`config.mk`:
```
export PLATFORM = sky130hd
export DESIGN_NAME = reref_victim_ctrl
export DESIGN_NICKNAME = d
export VERILOG_FILES = /design/src/rtl/reref_pkg.sv /design/src/rtl/reref_hit_upd.sv /design/src/rtl/reref_victim_sel.sv /design/src/rtl/reref_victim_ctrl.sv
export SDC_FILE = /design/constraint.sdc
export NUM_CORES = 1
export LEC_CHECK = 0
export BUFFER_PORTS_ARGS = -buffer_cell sky130_fd_sc_hd__buf_2
export CAP_MARGIN = 40
export CORE_AREA = 5 5 102 151
export DETAILED_ROUTE_END_ITERATION = 16
export DIE_AREA = 0 0 107 156
export PLACE_DENSITY_LB_ADDON = 0.05
export SLEW_MARGIN = 30
export SYNTH_ARGS = -nofsm -noshare
export SYNTH_HDL_FRONTEND = slang
export SYNTH_SLANG_ARGS = --single-unit
```
`constraint.sdc`:
```
create_clock -name clk -period 14.55 [get_ports clk]
set_input_delay 1.455 -clock clk [delete_from_list [all_inputs] [get_ports clk]]
set_output_delay 1.455 -clock clk [all_outputs]
set_load 0.02 [all_outputs]
```
`src/rtl/reref_pkg.sv`:
```
`timescale 1ns/1ps
// Package: value helpers shared by the victim selector and its sub-blocks.
// Assumes the counter width is between 1 and 8 bits.
package reref_pkg;

    // Eviction (top) value for a given counter width.
    function automatic int unsigned top_val(int unsigned cw);
        return (1 << cw) - 1;
    endfunction

    // Insertion value: one step below the eviction value.
    function automatic int unsigned ins_val(int unsigned cw);
        return (1 << cw) - 2;
    endfunction

endpackage

```
`src/rtl/reref_hit_upd.sv`:
```
`timescale 1ns/1ps
// Module: applies a hit to the prediction values of one set.
// The hit way is cleared to zero; in one-bit mode an all-zero set
// is restored to all ones. Purely combinational.
module reref_hit_upd #(
    parameter int WAYS = 4,
    parameter int CW   = 3,
    localparam int WIDX = (WAYS > 1) ? $clog2(WAYS) : 1
) (
    input  logic                 hit_en,
    input  logic [WIDX-1:0]      hit_way,
    input  logic [WAYS*CW-1:0]   cur,
    output logic [WAYS*CW-1:0]   nxt
);

    logic [WAYS*CW-1:0] cleared;

    // Clear the value of the way that hit.
    always_comb begin
        cleared = cur;
        if (hit_en) begin
            cleared[hit_way*CW +: CW] = '0;
        end
    end

    generate
        if (CW == 1) begin : g_single
            // One-bit mode: restore the set when nothing is left at one.
            always_comb nxt = (cleared == '0) ? '1 : cleared;
        end else begin : g_multi
            // Multi-bit mode: no renormalisation.
            always_comb nxt = cleared;
        end
    endgenerate

endmodule

```
`src/rtl/reref_victim_sel.sv`:
```
`timescale 1ns/1ps
// Module: victim search, aging and insertion for one set.
// Finds the largest value, ages all ways so that it reaches the
// eviction value, picks the lowest-numbered way holding it and writes
// the insertion value there. Purely combinational; assumes CW <= 8.
module reref_victim_sel #(
    parameter int WAYS = 4,
    parameter int CW   = 3,
    localparam int WIDX = (WAYS > 1) ? $clog2(WAYS) : 1
) (
    input  logic [WAYS*CW-1:0]   cur,
    output logic [WIDX-1:0]      vic,
    output logic [WAYS*CW-1:0]   nxt
);

    localparam logic [CW-1:0] TOP = CW'(reref_pkg::top_val(CW));
    localparam logic [CW-1:0] INS = CW'(reref_pkg::ins_val(CW));

    logic [CW-1:0]      mx;
    logic [CW-1:0]      delta;
    logic               found;
    logic [WAYS*CW-1:0] aged;

    // Largest value, aging step, lowest way at the largest value, insertion.
    always_comb begin
        mx = '0;
        for (int w = 0; w < WAYS; w++) begin
            if (cur[w*CW +: CW] > mx) mx = cur[w*CW +: CW];
        end
        delta = TOP - mx;
        vic   = '0;
        found = 1'b0;
        for (int w = 0; w < WAYS; w++) begin
            if (!found && cur[w*CW +: CW] == mx) begin
                vic   = WIDX'(w);
                found = 1'b1;
            end
        end
        aged = '0;
        for (int w = 0; w < WAYS; w++) begin
            aged[w*CW +: CW] = cur[w*CW +: CW] + delta;
        end
        aged[vic*CW +: CW] = INS;
    end

    generate
        if (CW == 1) begin : g_single
            // One-bit mode: a fill that zeroes the set restores it.
            always_comb nxt = (aged == '0) ? '1 : aged;
        end else begin : g_multi
            // Multi-bit mode: aged values go straight out.
            always_comb nxt = aged;
        end
    endgenerate

endmodule

```
`src/rtl/reref_victim_ctrl.sv`:
```
`timescale 1ns/1ps
// Module: replacement-state controller for all sets of a cache.
// Holds CW-bit prediction values per way per set, applies hits, and
// answers each fill with a victim way one cycle later. A hit and a
// fill in the same cycle on the same set are ordered hit first.
// Assumes SETS and WAYS are powers of two, at least 2.
module reref_victim_ctrl #(
    parameter int SETS = 8,
    parameter int WAYS = 4,
    parameter int CW   = 3,
    localparam int SIDX = (SETS > 1) ? $clog2(SETS) : 1,
    localparam int WIDX = (WAYS > 1) ? $clog2(WAYS) : 1
) (
    input  logic            clk,
    input  logic            rst_n,
    input  logic            hit_vld,
    input  logic [SIDX-1:0] hit_set,
    input  logic [WIDX-1:0] hit_way,
    input  logic            fill_req,
    input  logic [SIDX-1:0] fill_set,
    output logic            victim_vld,
    output logic [WIDX-1:0] victim_way
);

    localparam int SW = WAYS * CW;

    logic [SW-1:0]        st_q     [SETS];
    logic [SW-1:0]        post_hit [SETS];
    logic [SW-1:0]        st_d     [SETS];
    logic [SW-1:0]        fill_cur;
    logic [SW-1:0]        sel_nxt;
    logic [WIDX-1:0]      sel_way;
    logic [SETS*SW-1:0]   st_flat;

    generate
        for (genvar s = 0; s < SETS; s++) begin : g_set
            reref_hit_upd #(.WAYS(WAYS), .CW(CW)) u_hit (
                .hit_en  (hit_vld && (hit_set == SIDX'(s))),
                .hit_way (hit_way),
                .cur     (st_q[s]),
                .nxt     (post_hit[s])
            );

            // Fill result replaces the post-hit values of the filled set.
            always_comb st_d[s] = (fill_req && (fill_set == SIDX'(s))) ? sel_nxt : post_hit[s];

            // State register; reset puts every way at the eviction value.
            always_ff @(posedge clk) begin
                if (!rst_n) st_q[s] <= '1;
                else        st_q[s] <= st_d[s];
            end

            assign st_flat[s*SW +: SW] = st_q[s];
        end
    endgenerate

    // Victim search sees the filled set after any same-cycle hit.
    always_comb fill_cur = post_hit[fill_set];

    reref_victim_sel #(.WAYS(WAYS), .CW(CW)) u_sel (
        .cur (fill_cur),
        .vic (sel_way),
        .nxt (sel_nxt)
    );

    // Registered answer: valid one cycle after the request.
    always_ff @(posedge clk) begin
        if (!rst_n) begin
            victim_vld <= 1'b0;
            victim_way <= '0;
        end else begin
            victim_vld <= fill_req;
            if (fill_req) victim_way <= sel_way;
        end
    end

endmodule

```
# After elaboration in Yosys (flattened, before gate mapping)
# Memories as Yosys holds them, arrays and structs flattened.
# Index checks and enable logic that the tools add are counted.
[word_totals]
regBits = 3
mem_bits_rw = 96
in_bits = 12
elab_cells = 120
memories = 1
[classes]
add_sub_neg = 7
multipliers = 2
n_lt_le_gt_ge = 5
eq_ne = 18
shifts = 4
muxes = 48
bitwise = 9
reduce_logical = 24
[mem_list]
columns = ["memory", "words", "width", "rd", "rd_clocked_by_memory_dff", "write_ports", "line_no", "rtl"]
rows = [
  ["st_q", 8, 12, 8, 0, 8, "reref_victim_ctrl.sv:27", "logic [SW-1:0] st_q [SETS];"],
]
[ops]
columns = ["operator", "count"]
rows = [
  ["two-way mux 12 bit", 26],
  ["bitwise mux 12 bit", 9],
  ["negation 4 -> 34 bit", 2],
  ["variable shift 3 x 34 -> 12 bit, first input constant", 2],
  ["variable part select 3 x 34 -> 12 bit, first input constant", 2],
  ["binary-select mux 12 bit (select 3 bit)", 1],
  ["== test 3 bit, second input constant", 8],
  ["logical AND 1 bit", 19],
  ["adder 3 bit", 4],
  ["== test 3 x 2 -> 1 bit, second input constant", 4],
  ["== test 3 bit", 4],
  ["two-way mux 3 bit", 4],
  ["> comparator 3 bit", 3],
  ["multiplier 2 x 2 -> 4 bit, second input constant", 2],
  ["OR 1 bit", 8],
  ["== test 3 x 1 -> 1 bit, second input constant", 2],
  ["zero test 3 bit", 2],
  ["two-way mux 1 bit", 6],
  [">= comparator 4 bit, second input constant", 1],
  ["two-way mux 2 bit", 2],
  ["NOT 3 -> 4 bit", 1],
  ["> comparator 3 x 1 -> 1 bit, second input constant", 1],
  ["zero test 1 bit", 3],
  ["subtractor 3 bit, first input constant", 1],
]

# Logic depth before layout (Yosys ltp)
[logic_depth]
depth_word = 33
depth_mapped = 35
mapped_depth_nobuf = 30

# By module
# A second synthesis with hierarchy kept.
[hier_totals]
cells_unflattened = 814
area_unflattened_um2 = 6502.5
[modules_own_cells]
columns = ["module", "instances", "cells_per_inst", "area_each_um2", "seq_area_each_um2"]
rows = [
  ["reref_victim_ctrl", 1, 535, 4468.0, 1981.9],
  ["reref_victim_sel", 1, 151, 1173.6, 0.0],
  ["reref_hit_upd", 8, 16, 107.6, 0.0],
]

# Least setup slack after synthesis
# Ideal clock, no wire load.
[synth_path]
path_type = "input to register"
start = "in fill_set[1]"
end = "mem st_q[1][34] (netlist name)"
arrival_time_ns = 8.482
t_required_ns = 14.476
setup_slack_ns = 5.994
stages = 30
cell_sequence = "buf_2 buf_2 buf_1 mux2_2 a311oi_1 a21oi_1 ha_1 nor2b_1 o21a_1 or4_1 nand4_1 inv_2 ha_1 o21ai_0 nor2b_1 a31oi_1 mux2_2 inv_1 ha_1 nor2b_1 o21ai_0 a32o_1 mux2i_1 ha_1 nand2_1 nor2_1 mux2_2 or4_1 buf_2 a31oi_1"
[synth_rtl]
columns = ["element", "line_no", "rtl"]
rows = [
  ["from (decl)", "reref_victim_ctrl.sv:20", "input logic [SIDX-1:0] fill_set,"],
  ["to (decl)", "reref_victim_ctrl.sv:27", ""],
]

==> run summary <==
For this run, the top clock speed supported by timing is 107.0 MHz. The run gives 23,070 um as the total length of routed wires. The run finished with clean final reports. Counting flops with a built-in enable in the synthesized netlist gives 0. In this run, CTS created clock tree buffers numbering 9.

The worst-path maximum fanout works out to 56. For this design, the slowest cell found on the critical path is buf_4. The number of antenna diodes in the final layout is 0.

Measured against its own limit, the worst slew margin works out to 40.95%. TritonCTS built the clock tree. The tools report the overall routing resource usage as 27.37%. Post-CTS timing repair inserted 0 buffers for setup. The proportion of synthesized flip-flops having asynchronous set or reset was 0%. The global-route wire length before repair is 34,270 um, and the average wire per standard cell is 25.77 um. The initial core utilization was 44.03%.

The die width is 107 um, and the number of cell instances on the worst register-to-register path is 27. Setup slack on the worst reg-to-reg path comes out at 7050 ps. The logs give 6,050 for the number of vias in the routed layout and 0 ps for the final sum of negative setup slack. The pin slew with the least headroom to its limit is 883.3 ps, and the share of the clock period used by the worst path is 64.21%.

Counting along the longest clock path gives a buffer depth of 2. The overall power of the completed layout was 1.210 mW. Number of antenna violations at the first check in global routing: 0. The critical path data arrival time was 9580 ps; the worst-skew pair later-pin latency was 370 ps. The biggest area consumer among synthesized cells is dfxtp_1. The share of layout cells above drive strength 1 is 12.60%, and the number of rows created at floorplan is 53.

The run gives 0.00007371 V as the maximum ir drop on the vdd rail. After synthesis, the cell types taking the most area are dfxtp_1, a31oi_1, a21oi_1. The total of endpoints with negative setup slack in the final report was 0; the residual antenna-violating net count after detailed routing was 0.

In the synthesized netlist the dominant register cell turns out to be dfxtp_1. The number of failing hold endpoints at the final stage was 0. The worst setup path is launched from an input pin. Yosys printed 0 warnings.

Summed over all cells, the static leakage comes to 2.444 nW. The number of violations reported at the end of detailed-routing iteration 0 came out at 513. The number of pins exceeding their max-slew limit in the final report was 0; the cell area after synthesis was 6131 um^2. In the routed layout, each cell is associated on average with a via count of 6.760.

The pin count of the biggest net entering global routing is 69. Post-layout minimum cycle time: 9343 ps. The number of search-and-repair iterations in the first detailed-routing pass was 5; the number of register bits inferred by synthesis was 99. The final net count came out at 758. Buffers inserted to repair hold after CTS numbered 0.

The H-tree was split into 3 levels. The sequential-to-total area share from yosys stat is 32.33%. Kind of critical path: input pin to flop. Counting every net in the synthesized netlist gives 767. The post-cts repair resize count was 0; the core area was 13,930 um^2. The worst min-delay path category was flop to flop.

Each instance of the synthesized netlist takes up on average 8.353 um^2. The tools report the synthesized instance count as 734. The largest stage delay on the critical path is 610 ps.

In this run the vertical extent of the chip is 156 um. The port buffer count works out to 14. The number of global-route vias before repair came out at 5,704.

Clock-pin slew was measured on the worst setup and hold paths at 70 ps. The instance count along the most critical hold path was 2; the die outline area was 16,690 um^2. Placed wire-length estimate: 16,630 um. Routability-driven placement finished with a final weighted congestion of 0.9280.

15 I/O pins were placed. After detailed routing, the number of remaining DRC violations is 0. Compared with the post-synthesis result, the final layout area differs by 8.531%.

In this run the biggest area consumer among cell types represents 32.33% of the synthesized area. The tools report the required time at the worst-slack endpoint as 14,790 ps. STA classifies the critical path endpoint as a flop.

The number of unique standard cell types used by synthesis is 70. The clock arrives with 9.397 ps of skew. The power per unit of standard cell area was 181.9 nW/um^2. Across the run, the number of max-cap violations was 0. Clock sink count: 99.

The clock tree root buffer cell is clkbuf_16. Setup repair after global routing left no endpoint under its margin. For this run the aggregate overflow at the end of global routing stands at 0. The run gives 1,378 as the number of inserted filler cells in the final layout.
[per-layer routing]
| metal | track usage (%) | share of wire [%] | vias to the layer above |
|---|---|---|---|
| li1 | - | - | 2776 |
| met1 | 33.45 | 40 | 2951 |
| met2 | 45.80 | 49 | 253 |
| met5 | 0 | 0 | - |
| met4 | 15.17 | 5.2 | 0 |
| met3 | 4.265 | 5.9 | 70 |
[path summary, 6_finish.rpt]
kind | start | endpoint
hold reg to reg | st_q[0][21] | st_q[0][21]
hold / removal | st_q[0][21] | st_q[0][21]
setup reg to reg | st_q[0][25] | st_q[1][8]
setup / recovery | fill_set[1] | st_q[1][8]
[where the power goes]
part | internal, mW | switching [mW]
sequential | 0.293 | 0.0111
clock | 0.142 | 0.124
combinational | 0.195 | 0.445
total | 0.630 | 0.580
[metrics by stage]
stage	hold slack [ps]	setup WS (ps)	instance area [um^2]	instances	util, %
final	490.8	5207	6654	895	47.78
after floorplan	446.5	5994	6131	734	-
after global routing	516.9	4637	6654	895	47.78
after global placement	458.7	5269	6280	873	45.09
after CTS	490.6	5306	6635	893	47.65
after detailed placement	471.3	4952	6314	877	45.34
[synthesized netlist by cell type (9+ instances only)]
cell type,count
a21oi_1,70
and4_1,9
mux2i_1,31
nand3_1,21
mux4_2,9
buf_2,15
a31oi_1,84
o21ai_0,60
dfxtp_1,99
nand2_1,81
nor2_1,42
ha_1,17
mux2_2,19
inv_1,16
nor2b_1,9
clkbuf_1,29
o211ai_1,11
[cell type report]
cell class	instances	area (um^2)	area share [%]
inverters	18	67.56	1.015
well taps	165	206.4	3.103
flip-flops and latches	99	1982	29.79
multi-input cells	569	3899	58.59
repair buffers	28	177.7	2.670
clock buffers	10	239.0	3.592
clock inverters	6	82.58	1.241
[flip-flops by register name, summed over array words and instances (netlist names)]
signal	count
st_q	96
victim_way	2
victim_vld	1
[placed cells by master (no fill, tap or decap), types with 3 or more instances in the layout]
master,netlist,final
xnor2_1,3,3
nor2_1,42,42
nand2b_1,4,4
o211ai_1,11,11
a32oi_1,5,5
clkbuf_16,0,9
a31oi_1,84,84
mux2_2,19,19
dfxtp_1,99,99
nand3_1,21,21
a21oi_1,70,70
buf_2,15,16
fa_1,4,4
buf_4,0,10
inv_1,16,15
o21ai_0,60,60
a211oi_1,3,3
mux4_2,9,9
a32o_1,4,4
o311ai_0,5,5
nor3_1,6,5
nand4_1,3,3
ha_1,17,17
nor2b_1,9,9
and3_1,8,8
mux2i_1,31,30
a221oi_1,3,3
nand2_1,81,81
and2_1,8,8
and4_1,9,9
[worst max-delay path, delay by kind of cell]
family,cells,cell delay [ps]
adders and majority gates,4,1320
and+or+nand+nor,7,1760
buffers and inverters,5,1150
AOI/OAI and AO/OA,10,2300
muxes,4,1310
xor gates and xnor gates,1,260
[cells by family (layout without fill, tap and decap cells)]
| kind of cell | after synthesis | count (layout) | share of synthesized area (%) |
|---|---|---|---|
| adder cells (fa/ha/maj) | 21 | 21 | 4.775 |
| AO/OA/AOI/OAI | 276 | 276 | 28.74 |
| XOR/XNOR | 7 | 7 | 1.572 |
| buffers and inverters | 66 | 62 | 4.347 |
| multiplexers | 60 | 60 | 12.08 |
| AND/OR/NAND/NOR | 205 | 205 | 16.16 |
| flip-flops | 99 | 99 | 32.33 |
Note: power is estimated with default switching activity, not from simulation.
